File: src/rtl/relabel_pkg.sv
package relabel_pkg;
    parameter int FP_W    = 6;
    parameter int FL_W    = 4;
    parameter int COORD_W = 6;
    parameter int CNT_W   = 3;
    localparam int NF     = 1 << FL_W;
    localparam int AREA_W = $clog2(4 * (1 << (2 * COORD_W)) + 1);
    localparam int SIZE_W = COORD_W + 1;

    typedef struct packed {
        logic [AREA_W-1:0]  area;
        logic [COORD_W-1:0] min_r;
        logic [COORD_W-1:0] min_c;
        logic [COORD_W-1:0] max_r;
        logic [COORD_W-1:0] max_c;
    } feat_t;

    typedef enum logic [1:0] {
        ST_IDLE,
        ST_CLEAR,
        ST_RUN,
        ST_DRAIN
    } state_t;

    localparam feat_t FEAT_EMPTY = '{area: '0, min_r: '1, min_c: '1, max_r: '0, max_c: '0};

    function automatic feat_t feat_merge(feat_t o, logic [COORD_W-1:0] r,
                                         logic [COORD_W-1:0] c, logic [CNT_W-1:0] n);
        feat_t f;
        f.area  = o.area + AREA_W'(n);
        f.min_r = (r < o.min_r) ? r : o.min_r;
        f.min_c = (c < o.min_c) ? c : o.min_c;
        f.max_r = (r > o.max_r) ? r : o.max_r;
        f.max_c = (c > o.max_c) ? c : o.max_c;
        return f;
    endfunction
endpackage

File: src/rtl/relabel_ctrl.sv
module relabel_ctrl
    import relabel_pkg::*;
(
    input  logic            clk,
    input  logic            rst_n,
    input  logic            start,
    input  logic            in_valid,
    input  logic            in_last,
    input  logic            pipe_busy,
    output state_t          state,
    output logic            ready,
    output logic            clr_en,
    output logic [FL_W-1:0] clr_addr,
    output logic            busy,
    output logic            done
);
    state_t          nxt;
    logic [FL_W-1:0] clr_cnt;

    always_ff @(posedge clk or negedge rst_n) begin
        if (!rst_n) begin
            state   <= ST_IDLE;
            clr_cnt <= '0;
        end else begin
            state <= nxt;
            if (state == ST_CLEAR) clr_cnt <= clr_cnt + 1'b1;
            else                   clr_cnt <= '0;
        end
    end

    always_comb begin
        nxt = state;
        unique case (state)
            ST_IDLE:  if (start) nxt = ST_CLEAR;
            ST_CLEAR: if (clr_cnt == FL_W'(NF - 1)) nxt = ST_RUN;
            ST_RUN:   if (in_valid && in_last) nxt = ST_DRAIN;
            ST_DRAIN: if (!pipe_busy) nxt = ST_IDLE;
            default:  nxt = ST_IDLE;
        endcase
    end

    always_comb begin
        ready    = 1'b0;
        clr_en   = 1'b0;
        done     = 1'b0;
        busy     = 1'b1;
        clr_addr = clr_cnt;
        unique case (state)
            ST_IDLE:  busy   = 1'b0;
            ST_CLEAR: clr_en = 1'b1;
            ST_RUN:   ready  = 1'b1;
            ST_DRAIN: done   = !pipe_busy;
            default:  busy   = 1'b0;
        endcase
    end

    assert_done_to_idle_R8: assert property (@(posedge clk) disable iff (!rst_n)
        done |=> (state == ST_IDLE));

    assert_ready_after_clear_R2: assert property (@(posedge clk) disable iff (!rst_n)
        $rose(ready) |-> $past(state == ST_CLEAR));
endmodule

File: src/rtl/feature_mem.sv
module feature_mem
    import relabel_pkg::*;
(
    input  logic            clk,
    input  logic            rst_n,
    input  logic            clr_en,
    input  logic [FL_W-1:0] clr_addr,
    input  logic            wr_en,
    input  logic [FL_W-1:0] wr_addr,
    input  feat_t           wr_data,
    input  logic [FL_W-1:0] lk_addr,
    output feat_t           lk_data,
    input  logic [FL_W-1:0] rd_addr,
    output feat_t           rd_data
);
    feat_t mem [NF];

    generate
        for (genvar i = 0; i < NF; i++) begin : g_entry
            always_ff @(posedge clk) begin
                if (clr_en && clr_addr == FL_W'(i))     mem[i] <= FEAT_EMPTY;
                else if (wr_en && wr_addr == FL_W'(i))  mem[i] <= wr_data;
            end
        end
    endgenerate

    assign lk_data = mem[lk_addr];

    always_ff @(posedge clk or negedge rst_n) begin
        if (!rst_n) rd_data <= FEAT_EMPTY;
        else        rd_data <= mem[rd_addr];
    end

    assert_area_monotone_R7: assert property (@(posedge clk) disable iff (!rst_n)
        wr_en |-> (wr_data.area >= mem[wr_addr].area));

    assert_clear_entry_R2: assert property (@(posedge clk) disable iff (!rst_n)
        clr_en |=> (mem[$past(clr_addr)].area == '0 && mem[$past(clr_addr)].max_r == '0));
endmodule

File: src/rtl/relabel_pipe.sv
module relabel_pipe
    import relabel_pkg::*;
(
    input  logic               clk,
    input  logic               rst_n,
    input  logic               acc,
    input  logic [FP_W-1:0]    in_label,
    input  logic [COORD_W-1:0] in_row,
    input  logic [COORD_W-1:0] in_col,
    input  logic [CNT_W-1:0]   in_count,
    output logic               tbl_rd,
    output logic [FP_W-1:0]    tbl_addr,
    input  logic [FL_W-1:0]    tbl_data,
    output logic [FL_W-1:0]    lk_addr,
    input  feat_t              lk_data,
    output logic               wr_en,
    output logic [FL_W-1:0]    wr_addr,
    output feat_t              wr_data,
    output logic               out_valid,
    output logic [FL_W-1:0]    out_label,
    output logic               pipe_busy
);
    // stage 1: table data arrives, feature record is read
    logic               s1_v, s1_bg;
    logic [COORD_W-1:0] s1_r, s1_c;
    logic [CNT_W-1:0]   s1_n;
    // stage 2: merge and write back
    logic               s2_v, s2_bg;
    logic [FL_W-1:0]    s2_lab;
    logic [COORD_W-1:0] s2_r, s2_c;
    logic [CNT_W-1:0]   s2_n;
    feat_t              s2_old, s2_new, s1_old;
    logic [FL_W-1:0]    s1_fin;
    logic               fwd;

    assign tbl_rd   = acc && (in_label != '0);
    assign tbl_addr = in_label;

    assign s1_fin  = s1_bg ? '0 : tbl_data;
    assign lk_addr = s1_fin;
    assign s2_new  = feat_merge(s2_old, s2_r, s2_c, s2_n);
    assign fwd     = s2_v && !s2_bg && (s2_lab == s1_fin);
    assign s1_old  = fwd ? s2_new : lk_data;

    always_ff @(posedge clk or negedge rst_n) begin
        if (!rst_n) begin
            s1_v  <= 1'b0;
            s1_bg <= 1'b1;
            s1_r  <= '0;
            s1_c  <= '0;
            s1_n  <= '0;
        end else begin
            s1_v  <= acc;
            s1_bg <= (in_label == '0);
            s1_r  <= in_row;
            s1_c  <= in_col;
            s1_n  <= in_count;
        end
    end

    always_ff @(posedge clk or negedge rst_n) begin
        if (!rst_n) begin
            s2_v   <= 1'b0;
            s2_bg  <= 1'b1;
            s2_lab <= '0;
            s2_r   <= '0;
            s2_c   <= '0;
            s2_n   <= '0;
            s2_old <= FEAT_EMPTY;
        end else begin
            s2_v   <= s1_v;
            s2_bg  <= s1_bg;
            s2_lab <= s1_fin;
            s2_r   <= s1_r;
            s2_c   <= s1_c;
            s2_n   <= s1_n;
            s2_old <= s1_old;
        end
    end

    assign wr_en     = s2_v && !s2_bg;
    assign wr_addr   = s2_lab;
    assign wr_data   = s2_new;
    assign out_valid = s2_v;
    assign out_label = s2_lab;
    assign pipe_busy = s1_v || s2_v;

    assert_bg_no_lookup_R4: assert property (@(posedge clk) disable iff (!rst_n)
        wr_en |-> $past(tbl_rd, 2));
endmodule

File: src/rtl/relabel_feature_acc.sv
module relabel_feature_acc
    import relabel_pkg::*;
(
    input  logic               clk,
    input  logic               rst_n,
    input  logic               start,
    input  logic               in_valid,
    input  logic [FP_W-1:0]    in_label,
    input  logic [COORD_W-1:0] in_row,
    input  logic [COORD_W-1:0] in_col,
    input  logic [CNT_W-1:0]   in_count,
    input  logic               in_last,
    output logic               ready,
    output logic               tbl_rd,
    output logic [FP_W-1:0]    tbl_addr,
    input  logic [FL_W-1:0]    tbl_data,
    output logic               out_valid,
    output logic [FL_W-1:0]    out_label,
    output logic               busy,
    output logic               done,
    input  logic [FL_W-1:0]    fm_addr,
    output logic [AREA_W-1:0]  fm_area,
    output logic [COORD_W-1:0] fm_top,
    output logic [COORD_W-1:0] fm_left,
    output logic [SIZE_W-1:0]  fm_height,
    output logic [SIZE_W-1:0]  fm_width
);
    state_t          state;
    logic            clr_en, pipe_busy, wr_en;
    logic [FL_W-1:0] clr_addr, wr_addr, lk_addr;
    feat_t           wr_data, lk_data, rd_data;

    relabel_ctrl u_ctrl (
        .clk(clk), .rst_n(rst_n), .start(start), .in_valid(in_valid),
        .in_last(in_last), .pipe_busy(pipe_busy), .state(state), .ready(ready),
        .clr_en(clr_en), .clr_addr(clr_addr), .busy(busy), .done(done)
    );

    relabel_pipe u_pipe (
        .clk(clk), .rst_n(rst_n), .acc(in_valid && ready), .in_label(in_label),
        .in_row(in_row), .in_col(in_col), .in_count(in_count),
        .tbl_rd(tbl_rd), .tbl_addr(tbl_addr), .tbl_data(tbl_data),
        .lk_addr(lk_addr), .lk_data(lk_data), .wr_en(wr_en), .wr_addr(wr_addr),
        .wr_data(wr_data), .out_valid(out_valid), .out_label(out_label),
        .pipe_busy(pipe_busy)
    );

    feature_mem u_mem (
        .clk(clk), .rst_n(rst_n), .clr_en(clr_en), .clr_addr(clr_addr),
        .wr_en(wr_en), .wr_addr(wr_addr), .wr_data(wr_data),
        .lk_addr(lk_addr), .lk_data(lk_data), .rd_addr(fm_addr), .rd_data(rd_data)
    );

    logic has_px;
    assign has_px    = (rd_data.area != '0);
    assign fm_area   = rd_data.area;
    assign fm_top    = rd_data.min_r;
    assign fm_left   = rd_data.min_c;
    assign fm_height = has_px ? ({1'b0, rd_data.max_r} - {1'b0, rd_data.min_r} + 1'b1) : '0;
    assign fm_width  = has_px ? ({1'b0, rd_data.max_c} - {1'b0, rd_data.min_c} + 1'b1) : '0;

    assert_no_accept_outside_run_R8: assert property (@(posedge clk) disable iff (!rst_n)
        tbl_rd |-> (state == ST_RUN));
endmodule

File: config.mk
export PLATFORM = sky130hd
export DESIGN_NAME = relabel_feature_acc
export DESIGN_NICKNAME = d
export VERILOG_FILES = /design/src/rtl/relabel_pkg.sv /design/src/rtl/relabel_ctrl.sv /design/src/rtl/feature_mem.sv /design/src/rtl/relabel_pipe.sv /design/src/rtl/relabel_feature_acc.sv
export SDC_FILE = /design/constraint.sdc
export NUM_CORES = 1
export LEC_CHECK = 0
export BUFFER_PORTS_ARGS = -buffer_cell sky130_fd_sc_hd__buf_2
export CORE_MARGIN = 2
export CORE_UTILIZATION = 50
export CTS_CLUSTER_DIAMETER = 40
export DETAILED_ROUTE_END_ITERATION = 12
export PLACE_DENSITY = 0.63
export SKIP_CTS_REPAIR_TIMING = 1
export SLEW_MARGIN = 20
export SYNTH_ARGS = -nofsm -noshare
export SYNTH_HDL_FRONTEND = slang
export SYNTH_SLANG_ARGS = --single-unit
File: constraint.sdc
create_clock -name clk -period 6.7 [get_ports clk]
set_input_delay 1.005 -clock clk [delete_from_list [all_inputs] [get_ports clk]]
set_output_delay 1.005 -clock clk [all_outputs]
set_load 0.01 [all_outputs]
==> summary.json <==
{
  "outcome": "complete, no violations",
  "asyncSetResetFlopFracSynth": 0.164,
  "port_buffers": 89,
  "drt_pre_antenna_iters": 7,
  "grtUsageMet1": 0.449,
  "antenna_violations_before_repair": 2,
  "drt_iter0_markers": 4016,
  "globalRoute.busiestLayer": "met2",
  "wire_length_of_the_first_global_routing_pass_mm": 191,
  "r2r_end": "u_pipe.s2_old[23]$_DFF_PN1_",
  "postSynthRegisterBits": 746,
  "timing_worst_slew_pin_value_ns": 1.20,
  "cts.reportedPaths.clkPinSlew_ns": 0.05,
  "min-delay-start": "u_pipe.s1_r[4]$_DFF_PN0_",
  "max_freq_mhz": 242,
  "totalNegativeSetupSlack_ns": 0,
  "avgViaCountPerCell": 6.89,
  "critPathCaptureType": "output pin",
  "totalWireLength_mm": 134,
  "area_growth_pct": 13.6,
  "cp.arrival_ns": 3.13,
  "post-synth-top-area-fraction": 0.484,
  "max-clock-path-buffers": 3,
  "synth_largest_area_cell": "sky130_fd_sc_hd__edfxtp_1",
  "die-area_sq_um": 79700,
  "worst_min_delay_path_category": "reg2reg",
  "vdd_drop_max_mv": 0.244,
  "final_design_area_no_fill_sq_um": 44000,
  "clock_tree_from_tritoncts": "yes",
  "globalRouteMet3Util": 0.106,
  "cts_inserted_buffers": 118,
  "layout-drive-gt1-share": 0.261,
  "min_delay_path_depth": 0,
  "finClkSkew_ns": 0.0298,
  "worstSkewPairLatency_ns": 0.69,
  "io_pins": 90,
  "gp_routability_congestion": 0.869,
  "r2r.worst_path.cells": 8,
  "yosys.cell_count.top_type": "sky130_fd_sc_hd__edfxtp_1",
  "cts_max_level": 3,
  "first_global_vias": 28000,
  "start_kind": "flop",
  "cts.sink_count": 746,
  "grt_start_max_net_pins": 96,
  "cp.required_ns": 5.69,
  "grt_usage": 0.337,
  "hold_path_end": "u_pipe.s2_r[4]$_DFF_PN0_",
  "finish.net_count": 2995,
  "n_antenna_cell": 0,
  "core_sq_um": 77100,
  "timing_worst_setup_path_type": "reg2out",
  "synth_sequential_area_ratio": 0.563,
  "die_w_um": 282,
  "clock_tree.root_cell": "sky130_fd_sc_hd__clkbuf_16",
  "timing.final.hold_violations": 0,
  "cap_violations": 0,
  "grt_setup_unrepaired": "no",
  "syn-num-nets": 2985,
  "report.power.total_mw": 13.4,
  "worstReg2RegStart": "u_pipe.s1_bg$_DFF_PN1_",
  "cellPowerDensity_nw_per_um2": 304,
  "drcViolationCount": 0,
  "netlist_instances": 2892,
  "chipHeight_um": 282,
  "r2r_setup_slack_ns": 2.86,
  "hpwlAfterDp_mm": 72.0,
  "detail-route-antenna-nets": 0,
  "worst-path-max-fanout": 6,
  "post_synth_edffs": 624,
  "floorplan.initialDensity": 0.503,
  "finalCriticalPeriod_ns": 4.14,
  "detailroute.via_count": 27900,
  "timing.slew.headroom": 0.201,
  "synth_area_sq_um": 38700,
  "grt_overflow": 0,
  "timing.final.max_slew_violations": 0,
  "dpl_cell_area_sq_um": 39800,
  "met2_usage": 0.509,
  "mean_instance_size_in_the_synthesized_netlist_sq_um": 13.4,
  "ys_warn_count": 0,
  "ys_top_cells_by_area": "sky130_fd_sc_hd__edfxtp_1, sky130_fd_sc_hd__mux4_2, sky130_fd_sc_hd__dfrtp_1",
  "final.period_utilization": 0.618,
  "drt_wl_cell_um": 33.0,
  "synthTopCellsByCount": "sky130_fd_sc_hd__edfxtp_1, sky130_fd_sc_hd__nor2_1, sky130_fd_sc_hd__mux4_2, sky130_fd_sc_hd__nand3_1, sky130_fd_sc_hd__clkbuf_1",
  "post_synth_num_cell_types": 61,
  "placement_rows": 102,
  "setup_viol": 0,
  "p_leak_nw": 15.4,
  "synth_ff_type": "sky130_fd_sc_hd__edfxtp_1"
}
cell usage in the layout (no fill, tap or decap), drive strengths merged, types with 9 or more instances in the layout:
cell	synthesis	layout
mux4	260	260
nand2b	9	9
nand2	92	92
a211oi	41	41
nand3	235	235
buf	168	179
a31oi	16	16
dfrtp	96	96
o21ai	61	61
clkinv	0	40
bufinv	0	12
mux2i	62	62
edfxtp	624	624
clkbuf	124	147
nor2b	60	60
a22oi	22	22
o21bai	30	30
mux2	54	54
xnor2	17	17
a221oi	60	60
nor2	450	450
clkinvlp	0	12
nor3b	13	13
a21oi	76	76
ha	56	56
dfstp	26	26
o221ai	12	12
and2	55	55
a2bb2oi	19	19
inv	56	74
a21o	9	9
and3	13	13
and3b	14	14
final cells by class:
class                      count  area [sq um]
clock buffer                 144          3230
inverter                      56           210
multi-input combinational   1798         15400
fill                        6126         33000
timing repair buffer         182          1220
clock inverter                82           866
tap                         1040          1300
sequential                   746         21800
worst max path at each step:
| stage | from | to | slack (ns) | depth (start not counted) |
|---|---|---|---|---|
| after CTS | u_mem.rd_data[25]$_DFF_PN0_ | fm_width[6] | 2.19 | 6 |
| after detailed placement | tbl_data[2] | u_pipe.s2_old[23]$_DFF_PN1_ | 2.61 | 8 |
| after global placement | u_mem.rd_data[25]$_DFF_PN0_ | fm_width[1] | 2.43 | 4 |
| after floorplan | u_mem.rd_data[14]$_DFF_PN1_ | fm_width[6] | 3.68 | 8 |
| after global routing | u_mem.rd_data[25]$_DFF_PN0_ | fm_width[6] | 2.27 | 6 |
| final | u_mem.rd_data[25]$_DFF_PN0_ | fm_width[2] | 2.56 | 5 |
through the flow:
step / hold slack (ns) / worst slack [ns] / util / std cells
3_3_place_gp: 0.341 / 2.43 / 0.516 / 3815
2_1_floorplan: 0.331 / 3.68 / - / 2892
3_5_place_dp: 0.335 / 2.61 / 0.517 / 3817
4_1_cts: 0.348 / 2.19 / 0.570 / 4043
6_report: 0.346 / 2.56 / 0.571 / 4048
5_1_grt: 0.361 / 2.27 / 0.571 / 4048
logic make-up after synthesis:
family | synth area share
simple gates | 0.115
flops | 0.563
mux | 0.183
compound gates | 0.0681
buf+inv | 0.0448
fa+ha+maj | 0.0196
xor+xnor | 0.00542
critical path, stage by stage, from the launching register on:
cell and delay, ns:
sky130_fd_sc_hd__dfrtp_1 0.40, sky130_fd_sc_hd__nor4_1 0.75, sky130_fd_sc_hd__nand4_1 0.63, sky130_fd_sc_hd__buf_8 0.36
sky130_fd_sc_hd__and2_1 0.17, sky130_fd_sc_hd__buf_2 0.14
flip-flops by register name, summed over array words and instances, names as in the netlist, 4 cells and up:
name and flops:
u_pipe.s2_c 6, u_pipe.s2_old 39, u_pipe.s1_c 6, u_pipe.out_label 4, u_mem.mem 624, u_pipe.s1_r 6, u_ctrl.clr_addr 4, u_mem.rd_data 39
u_pipe.s2_r 6
per-layer routing:
| metal | vias up | routed length [um] |
|---|---|---|
| met5 | - | 13 |
| met4 | 2 | 6110 |
| met3 | 416 | 20000 |
| met2 | 2292 | 59800 |
| met1 | 14100 | 47700 |
| li1 | 11100 | - |
report_power, final:
part | internal (mW) | switching, mW
Combinational | 0.555 | 1.19
Clock | 3.91 | 2.33
Sequential | 5.25 | 0.141
Total | 9.72 | 3.67
(Power assumes the default switching activity.)
